==> config.mk <==
export PLATFORM = sky130hd
export DESIGN_NAME = spi_netctl_monitor
export DESIGN_NICKNAME = d
export VERILOG_FILES = /design/src/rtl/spimon_pkg.sv /design/src/rtl/spimon_sync.sv /design/src/rtl/spimon_capture.sv /design/src/rtl/spimon_eval.sv /design/src/rtl/spi_netctl_monitor.sv
export SDC_FILE = /design/constraint.sdc
export NUM_CORES = 1
export LEC_CHECK = 0
export BUFFER_PORTS_ARGS = -buffer_cell sky130_fd_sc_hd__buf_2
export CORE_MARGIN = 10
export CORE_UTILIZATION = 55
export DETAILED_ROUTE_END_ITERATION = 6
export PLACE_DENSITY = 0.74
export SLEW_MARGIN = 30
export SYNTH_ARGS = -nofsm -noshare
export SYNTH_HDL_FRONTEND = slang
export SYNTH_HIERARCHICAL = 1
export SYNTH_SLANG_ARGS = --single-unit
==> constraint.sdc <==
create_clock -name clk -period 3.2 [get_ports clk]
set_clock_uncertainty 0.2 [all_clocks]
set_input_delay 0.32 -clock clk [delete_from_list [all_inputs] [get_ports clk]]
set_output_delay 0.32 -clock clk [all_outputs]
set_load 0.01 [all_outputs]
==> src/rtl/spimon_pkg.sv <==
package spimon_pkg;
  typedef enum logic [2:0] {
    OP_RDREG   = 3'b000,
    OP_RDBUF   = 3'b001,
    OP_WRREG   = 3'b010,
    OP_WRBUF   = 3'b011,
    OP_SETBITS = 3'b100,
    OP_CLRBITS = 3'b101,
    OP_UNDEF   = 3'b110,
    OP_SYSRST  = 3'b111
  } op_e;

  localparam int NWARN   = 5;
  localparam int W_UNKOP = 0;
  localparam int W_LEN   = 1;
  localparam int W_HDR   = 2;
  localparam int W_BANK  = 3;
  localparam int W_CLASS = 4;

  localparam logic [4:0] BANKSEL_ADDR = 5'h1F;
  localparam logic [7:0] HDR_RDBUF    = 8'h3A;
  localparam logic [7:0] HDR_WRBUF    = 8'h7A;
endpackage

==> src/rtl/spimon_sync.sv <==
module spimon_sync #(
  parameter int WIDTH = 4,
  parameter int STAGES = 2,
  parameter logic [WIDTH-1:0] RST_VAL = '0
) (
  input  logic             clk,
  input  logic             rst,
  input  logic [WIDTH-1:0] d,
  output logic [WIDTH-1:0] q
);
  logic [STAGES-1:0][WIDTH-1:0] stage;

  always_ff @(posedge clk) begin
    if (rst) stage <= {STAGES{RST_VAL}};
    else     stage <= {stage[STAGES-2:0], d};
  end

  assign q = stage[STAGES-1];
endmodule

==> src/rtl/spimon_capture.sv <==
module spimon_capture #(
  parameter int LEN_W = 16
) (
  input  logic             clk,
  input  logic             rst,
  input  logic             sclk,
  input  logic             cs_n,
  input  logic             mosi,
  input  logic             miso,
  output logic             frame_end,
  output logic [LEN_W-1:0] nbytes,
  output logic [7:0]       hdr,
  output logic [7:0]       mosi1,
  output logic [7:0]       miso1,
  output logic [7:0]       miso2
);
  localparam logic [LEN_W-1:0] CNT_MAX = {LEN_W{1'b1}};

  logic       sclk_q, cs_q;
  logic [2:0] bitc;
  logic [6:0] sh_mo, sh_mi;
  logic [7:0] byte_mo, byte_mi;
  logic       sclk_rise, cs_fall;

  assign sclk_rise = sclk & ~sclk_q;
  assign cs_fall   = ~cs_n & cs_q;
  assign frame_end = cs_n & ~cs_q;
  assign byte_mo   = {sh_mo, mosi};
  assign byte_mi   = {sh_mi, miso};

  always_ff @(posedge clk) begin
    if (rst) begin
      sclk_q <= 1'b0;
      cs_q   <= 1'b1;
      bitc   <= '0;
      sh_mo  <= '0;
      sh_mi  <= '0;
      nbytes <= '0;
      hdr    <= '0;
      mosi1  <= '0;
      miso1  <= '0;
      miso2  <= '0;
    end else begin
      sclk_q <= sclk;
      cs_q   <= cs_n;
      if (cs_fall) begin
        bitc   <= '0;
        nbytes <= '0;
      end else if (!cs_n && sclk_rise) begin
        sh_mo <= byte_mo[6:0];
        sh_mi <= byte_mi[6:0];
        bitc  <= bitc + 3'd1;
        if (bitc == 3'd7) begin
          if (nbytes == LEN_W'(0)) hdr <= byte_mo;
          if (nbytes == LEN_W'(1)) begin
            mosi1 <= byte_mo;
            miso1 <= byte_mi;
          end
          if (nbytes == LEN_W'(2)) miso2 <= byte_mi;
          if (nbytes != CNT_MAX) nbytes <= nbytes + LEN_W'(1);
        end
      end
    end
  end
endmodule

==> src/rtl/spimon_eval.sv <==
module spimon_eval
  import spimon_pkg::*;
#(
  parameter int LEN_W = 16,
  parameter int NBANK_BITS = 2,
  parameter int NREG = 32,
  parameter logic [(1<<NBANK_BITS)*NREG-1:0] CLASS_MAP = '0
) (
  input  logic                  clk,
  input  logic                  rst,
  input  logic                  frame_end,
  input  logic [LEN_W-1:0]      nbytes,
  input  logic [7:0]            hdr,
  input  logic [7:0]            mosi1,
  input  logic [7:0]            miso1,
  input  logic [7:0]            miso2,
  output logic                  push,
  output op_e                   op,
  output logic [4:0]            addr,
  output logic [NBANK_BITS-1:0] bank,
  output logic                  bank_known,
  output logic [7:0]            data,
  output logic [LEN_W-1:0]      len,
  output logic [NWARN-1:0]      warn
);
  localparam int IDX_W = NBANK_BITS + 5;

  logic [NBANK_BITS-1:0] bbit, bknown;
  logic n1, n2, n3, ge2, is_reg, dummy_cls, on_sel;
  logic [NBANK_BITS-1:0] mask;

  assign op         = op_e'(hdr[7:5]);
  assign addr       = hdr[4:0];
  assign bank_known = &bknown;
  assign bank       = bank_known ? bbit : '0;
  assign n1         = (nbytes == LEN_W'(1));
  assign n2         = (nbytes == LEN_W'(2));
  assign n3         = (nbytes == LEN_W'(3));
  assign ge2        = (nbytes >= LEN_W'(2));
  assign len        = nbytes - LEN_W'(1);
  assign push       = frame_end && (nbytes != '0);
  assign dummy_cls  = CLASS_MAP[IDX_W'({bbit, addr})];
  assign on_sel     = (addr == BANKSEL_ADDR) && n2;
  assign mask       = mosi1[NBANK_BITS-1:0];
  assign is_reg     = (op == OP_RDREG) || (op == OP_WRREG) ||
                      (op == OP_SETBITS) || (op == OP_CLRBITS);

  always_comb begin
    warn = '0;
    data = '0;
    case (op)
      OP_RDREG: begin
        if (!(n2 || n3)) warn[W_LEN] = 1'b1;
        else begin
          if (bank_known && (dummy_cls != n3)) warn[W_CLASS] = 1'b1;
          data = n3 ? miso2 : miso1;
        end
      end
      OP_RDBUF: begin
        if (hdr != HDR_RDBUF) warn[W_HDR] = 1'b1;
        if (ge2) data = miso1;
      end
      OP_WRBUF: begin
        if (hdr != HDR_WRBUF) warn[W_HDR] = 1'b1;
        if (ge2) data = mosi1;
      end
      OP_WRREG, OP_SETBITS, OP_CLRBITS: begin
        if (!n2) warn[W_LEN] = 1'b1;
        if (ge2) data = mosi1;
      end
      OP_UNDEF:  warn[W_UNKOP] = 1'b1;
      OP_SYSRST: if (!n1) warn[W_LEN] = 1'b1;
      default: ;
    endcase
    if (is_reg && !bank_known) warn[W_BANK] = 1'b1;
  end

  always_ff @(posedge clk) begin
    if (rst) begin
      bbit   <= '0;
      bknown <= '0;
    end else if (push) begin
      case (op)
        OP_WRREG: if (on_sel) begin
          bbit   <= mask;
          bknown <= '1;
        end
        OP_SETBITS: if (on_sel) begin
          bbit   <= bbit | mask;
          bknown <= bknown | mask;
        end
        OP_CLRBITS: if (on_sel) begin
          bbit   <= bbit & ~mask;
          bknown <= bknown | mask;
        end
        OP_SYSRST: if (n1) begin
          bbit   <= '0;
          bknown <= '0;
        end
        default: ;
      endcase
    end
  end
endmodule

==> src/rtl/spi_netctl_monitor.sv <==
module spi_netctl_monitor
  import spimon_pkg::*;
#(
  parameter int LEN_W = 16,
  parameter int SYNC_STAGES = 2,
  parameter logic [127:0] CLASS_MAP = {32'h0000_043F, 32'h03FF_FFFF, 32'h0, 32'h0}
) (
  input  logic             clk,
  input  logic             rst,
  input  logic             spi_sclk,
  input  logic             spi_cs_n,
  input  logic             spi_mosi,
  input  logic             spi_miso,
  output logic             rec_valid,
  input  logic             rec_ready,
  output logic [2:0]       rec_opcode,
  output logic [4:0]       rec_addr,
  output logic [1:0]       rec_bank,
  output logic             rec_bank_known,
  output logic [7:0]       rec_data,
  output logic [LEN_W-1:0] rec_len,
  output logic [4:0]       rec_warn
);
  logic [3:0] bus_s;
  logic frame_end, evt_push, e_known;
  logic [LEN_W-1:0] nbytes, e_len;
  logic [7:0] hdr, mosi1, miso1, miso2, e_data;
  op_e e_op;
  logic [4:0] e_addr;
  logic [1:0] e_bank;
  logic [NWARN-1:0] e_warn;

  spimon_sync #(.WIDTH(4), .STAGES(SYNC_STAGES), .RST_VAL(4'b0100)) u_sync (
    .clk(clk), .rst(rst),
    .d({spi_sclk, spi_cs_n, spi_mosi, spi_miso}),
    .q(bus_s)
  );

  spimon_capture #(.LEN_W(LEN_W)) u_cap (
    .clk(clk), .rst(rst),
    .sclk(bus_s[3]), .cs_n(bus_s[2]), .mosi(bus_s[1]), .miso(bus_s[0]),
    .frame_end(frame_end), .nbytes(nbytes),
    .hdr(hdr), .mosi1(mosi1), .miso1(miso1), .miso2(miso2)
  );

  spimon_eval #(.LEN_W(LEN_W), .NBANK_BITS(2), .NREG(32), .CLASS_MAP(CLASS_MAP)) u_eval (
    .clk(clk), .rst(rst),
    .frame_end(frame_end), .nbytes(nbytes),
    .hdr(hdr), .mosi1(mosi1), .miso1(miso1), .miso2(miso2),
    .push(evt_push), .op(e_op), .addr(e_addr), .bank(e_bank),
    .bank_known(e_known), .data(e_data), .len(e_len), .warn(e_warn)
  );

  always_ff @(posedge clk) begin
    if (rst) begin
      rec_valid      <= 1'b0;
      rec_opcode     <= '0;
      rec_addr       <= '0;
      rec_bank       <= '0;
      rec_bank_known <= 1'b0;
      rec_data       <= '0;
      rec_len        <= '0;
      rec_warn       <= '0;
    end else if (evt_push) begin
      rec_valid      <= 1'b1;
      rec_opcode     <= e_op;
      rec_addr       <= e_addr;
      rec_bank       <= e_bank;
      rec_bank_known <= e_known;
      rec_data       <= e_data;
      rec_len        <= e_len;
      rec_warn       <= e_warn;
    end else if (rec_ready) begin
      rec_valid <= 1'b0;
    end
  end
endmodule

==> summary by stage <==
Setup path
STA puts the critical path data arrival time at 3150 ps. The startpoint kind of the worst setup timing path is a register. The slowest cell on the critical path is sky130_fd_sc_hd__or4_4. The critical path contains buffers and inverters numbering 0 combined. The count of cells along the worst register-to-register path is 7. The worst setup path is captured at a register. For this run, the slowest stage of the critical path takes around 590 ps. The signal on the critical path passes through or4_4, or3_4, nor4_4, nand3b_1, nor4_1, mux2i_1, nor2_1. Of all nets on the critical path, the largest fanout is 9. The worst register-to-register path ends at rec_warn[4]$_SDFFE_PP0P_.

The startpoint identified for the worst register-to-register timing path is u_cap/nbytes[6]$_SDFFE_PP0P_. The critical path class is reg2reg. The family with the most delay on the worst path is simple AND/OR/NAND/NOR gates.

The reg-to-reg setup timing slack is 290 ps. For the worst setup path, the data required time is 3440 ps.

Drt
The overall routed net length is 14200 um. The first detailed-routing pass ran for 5 iterations. For this run, design rule violations remaining after detail routing come to 0. The via count normalized by instance count is 5.899. The number of nets with antenna violations after routing is 0. The final routed wire length divided by cell count is around 17 um. In this run, the number of DRC markers left after iteration 0 of detailed routing was 603. The via total after detailed routing is roughly 5000.

Synthesis
Ranked by total cell area, the synthesized netlist is headed by sky130_fd_sc_hd__dfxtp_1 42%, sky130_fd_sc_hd__mux2i_1 8.2%, sky130_fd_sc_hd__a21oi_1 6.4%, sky130_fd_sc_hd__nor2_1 4.5%, sky130_fd_sc_hd__nand4_1 4.2%. The biggest area contributor in the post-synthesis netlist is sky130_fd_sc_hd__dfxtp_1. The area of the mapped netlist is 0.005763 mm^2. Synthesis inferred 120 register bits.

The average cell area after synthesis is between 8 and 9 um^2. In the post-synthesis netlist, the cell with the most instances is sky130_fd_sc_hd__dfxtp_1. The total of warnings raised by yosys is 6.

The number of instances in the synthesized netlist is 671. Sorting the synthesized cells by how often they occur yields 120 x sky130_fd_sc_hd__dfxtp_1, 74 x sky130_fd_sc_hd__a21oi_1, 69 x sky130_fd_sc_hd__nor2_1. In this run, distinct cell masters in the synthesized netlist total 53. The share of the Yosys chip area taken by registers is 0.4168. Among all flip-flop cells after synthesis, the most frequent one is sky130_fd_sc_hd__dfxtp_1. The post-synthesis async set-or-reset flop share is 0. The number of enable-type register cells in the synthesized netlist is 0. The area share of the largest cell type after synthesis is 0.4168. The number of nets in the synthesized netlist is 689.

CTS
The count of cells resized by post-cts repair is 0. The tree is rooted in a sky130_fd_sc_hd__clkbuf_8. The number of buffers added for setup after CTS is 0. The number of buffers created by CTS is 17. The clock sink count is 120.

The clock reaches the later pin of the worst-skew pair after 510 ps. Clock-pin slew was measured on the worst setup and hold paths at ~60 ps. The TritonCTS clock tree is done. CTS built an H-tree with a depth of 4.

The longest clock path from root to sink contains 2 buffers.

Floorplan
Pin placement for this block handled 48 I/O pins. The die covers between 0.01 and 0.015 mm^2. From left edge to right edge, the die measures 122.4 um. The initial core utilization is 0.5607. The floorplan step defined a core boundary enclosing slightly above 0.01 mm^2. The floorplan step set the die height to 122.4 um.

The row count is 37.

Global routing
The number of antenna violations at the first check in global routing is 0. The total overflow left after global routing is 0. The first global-routing pass estimated 22720 um of wire. In the global route stage, overall resource usage came out at 0.1875. The via count of the first global-routing pass is 4640.

The pin count of the biggest net entering global routing is 76.

STA
Setup violations remaining at the end of the flow were counted as 0. In this run the tightest slew margin relative to its limit is 0.4841. In the finished design, the share of the clock period the worst path needs comes to 0.9091. Static timing analysis puts the maximum clock frequency at 0.3437 GHz. The count of final hold-check violations is 0. The number of max-slew violations in the final report was 0. After layout, the minimum clock period comes to 2909 ps. Setup repair after global routing left no endpoint under its margin.

For the final routed database, the setup TNS stands at 0 ps. The worst-margin pin slew is just under 800 ps.

Layout
The ratio of cells with drive above 1 in the final layout is 0.1566. Measured on the finished design, the core utilization comes to 0.6461. The number of antenna diodes in the final layout is 0.

The growth of design area from synthesis to finish is 15.22%. The final layout contains between 700 and 800 nets.

Power
The worst vdd rail ir drop is 0.0003033 V. The leakage power is 2.383 nW. The power per unit of standard cell area is 531.9 mW/mm^2.

Hold path
The launch point of the worst hold path is rst. Along the worst hold path, the cell count comes to 2. In this run the worst hold path is classified as in2reg.

The worst hold path terminates at u_sync/stage[1]$_SDFF_PP0_.

Placement
The count of buffers added on input and output ports is 47. The detailed placement HPWL is roughly 9500 um. Routability-driven placement finished with a final weighted congestion of between 0.8 and 0.9.

Status
The run finished with clean final reports.

Flow run
The max-cap violation count is 0.
==> area by class of cell <==
| type | instances | area (um^2) |
|---|---|---|
| well taps | 136 | 170.2 |
| flip-flops and latches | 120 | 2402 |
| inverters | 13 | 48.80 |
| fillers | 853 | 3637 |
| clock inverters | 13 | 193.9 |
| clock buffers | 18 | 427.9 |
| repair buffers | 66 | 417.9 |
| multi-input cells | 479 | 2979 |
==> power breakdown <==
| part | internal (mW) | leakage (nW) | switching (mW) |
|---|---|---|---|
| clock network | 1.29 | 0.302 | 0.694 |
| registers | 1.50 | 0.968 | 0.00349 |
| logic | 0.0139 | 1.11 | 0.0302 |
| total | 2.80 | 2.38 | 0.727 |
==> layout by cell type, fill, tap and decap left out, drive strengths merged, types with 2 or more instances in the layout <==
cell type,count
o2111ai,2
buf,61
clkinv,5
mux2i,47
or3,8
and4,3
xnor2,5
a32o,2
o21ai,39
and3,5
a21o,2
nor4b,3
nor3,8
xor2,8
a21oi,74
a221oi,2
nand4,40
nor4,9
dfxtp,120
nand3b,2
ha,11
nor2b,13
nand3,6
nand2b,7
o22ai,9
a211oi,2
or4,8
nand2,57
nor2,72
or2,6
clkbuf,18
inv,16
o31ai,8
bufinv,4
a22oi,11
o41ai,2
dlygate4sd3,5
==> worst max-delay path by stage <==
stage	startpoint	to	slack, ps	cells after the start
after global routing	u_cap/nbytes[6]$_SDFFE_PP0P_	rec_warn[4]$_SDFFE_PP0P_	130	7
after detailed placement	u_cap/nbytes[6]$_SDFFE_PP0P_	rec_warn[4]$_SDFFE_PP0P_	310	7
final	u_cap/nbytes[6]$_SDFFE_PP0P_	rec_warn[4]$_SDFFE_PP0P_	290	7
after floorplan	u_cap/nbytes[6]$_SDFFE_PP0P_	rec_data[1]$_SDFFE_PP0P_	550	7
after global placement	u_cap/nbytes[6]$_SDFFE_PP0P_	rec_data[1]$_SDFFE_PP0P_	380	7
after CTS	u_cap/nbytes[6]$_SDFFE_PP0P_	rec_warn[4]$_SDFFE_PP0P_	310	7
==> metal layers <==
layer  GRT usage  wire length [um]
met1      0.2508              6479
met2      0.2833              6529
met3     0.04591              1006
met4     0.07879               179
met5           0                 0
==> stage by stage <==
stage | total power [mW] | instances | setup WS (ps) | hold WS [ps] | cell area (um^2)
after floorplan | 1.565 | 671 | 546.3 | 183.2 | 5763
after global placement | 1.573 | 809 | 381.5 | 185.1 | 5968
after detailed placement | 1.575 | 809 | 307.4 | 192.3 | 5968
after CTS | 3.556 | 845 | 309.9 | 152.8 | 6640
after global routing | 3.646 | 845 | 130.1 | 167.4 | 6640
final | 3.532 | 845 | 290.8 | 147.3 | 6640
==> logic make-up after synthesis <==
family                   synth area share
buffers and inverters             0.06926
flip-flops                         0.4168
AND/OR/NAND/NOR                    0.2301
XOR/XNOR                          0.01976
adder cells (fa/ha/maj)           0.02388
AO/OA/AOI/OAI                      0.1585
multiplexers                      0.08163
==> sequential cells by signal (all words and copies together) (netlist names), 7 cells and up <==
| signal | cells |
|---|---|
| u_cap/miso1 | 8 |
| u_cap/nbytes | 16 |
| u_cap/mosi1 | 8 |
| rec_len | 16 |
| u_cap/sh_mi | 7 |
| rec_data | 8 |
| u_cap/sh_mo | 7 |
| u_cap/hdr | 8 |
| u_cap/miso2 | 8 |
==> repair_timing <==
action,CTS,global route
hold buffers,5,0
hold endpoints to repair,5,0
endpoints found under the setup margin,0,0
==> worst reg2reg max path: stages (launching register included) <==
cell                       delay (ps)
sky130_fd_sc_hd__dfxtp_1          400
sky130_fd_sc_hd__or4_4            590
sky130_fd_sc_hd__or3_4            360
sky130_fd_sc_hd__nor4_4           390
sky130_fd_sc_hd__nand3b_1         360
sky130_fd_sc_hd__nor4_1           330
sky130_fd_sc_hd__mux2i_1          110
sky130_fd_sc_hd__nor2_1           100
(Power assumes the default switching activity.)
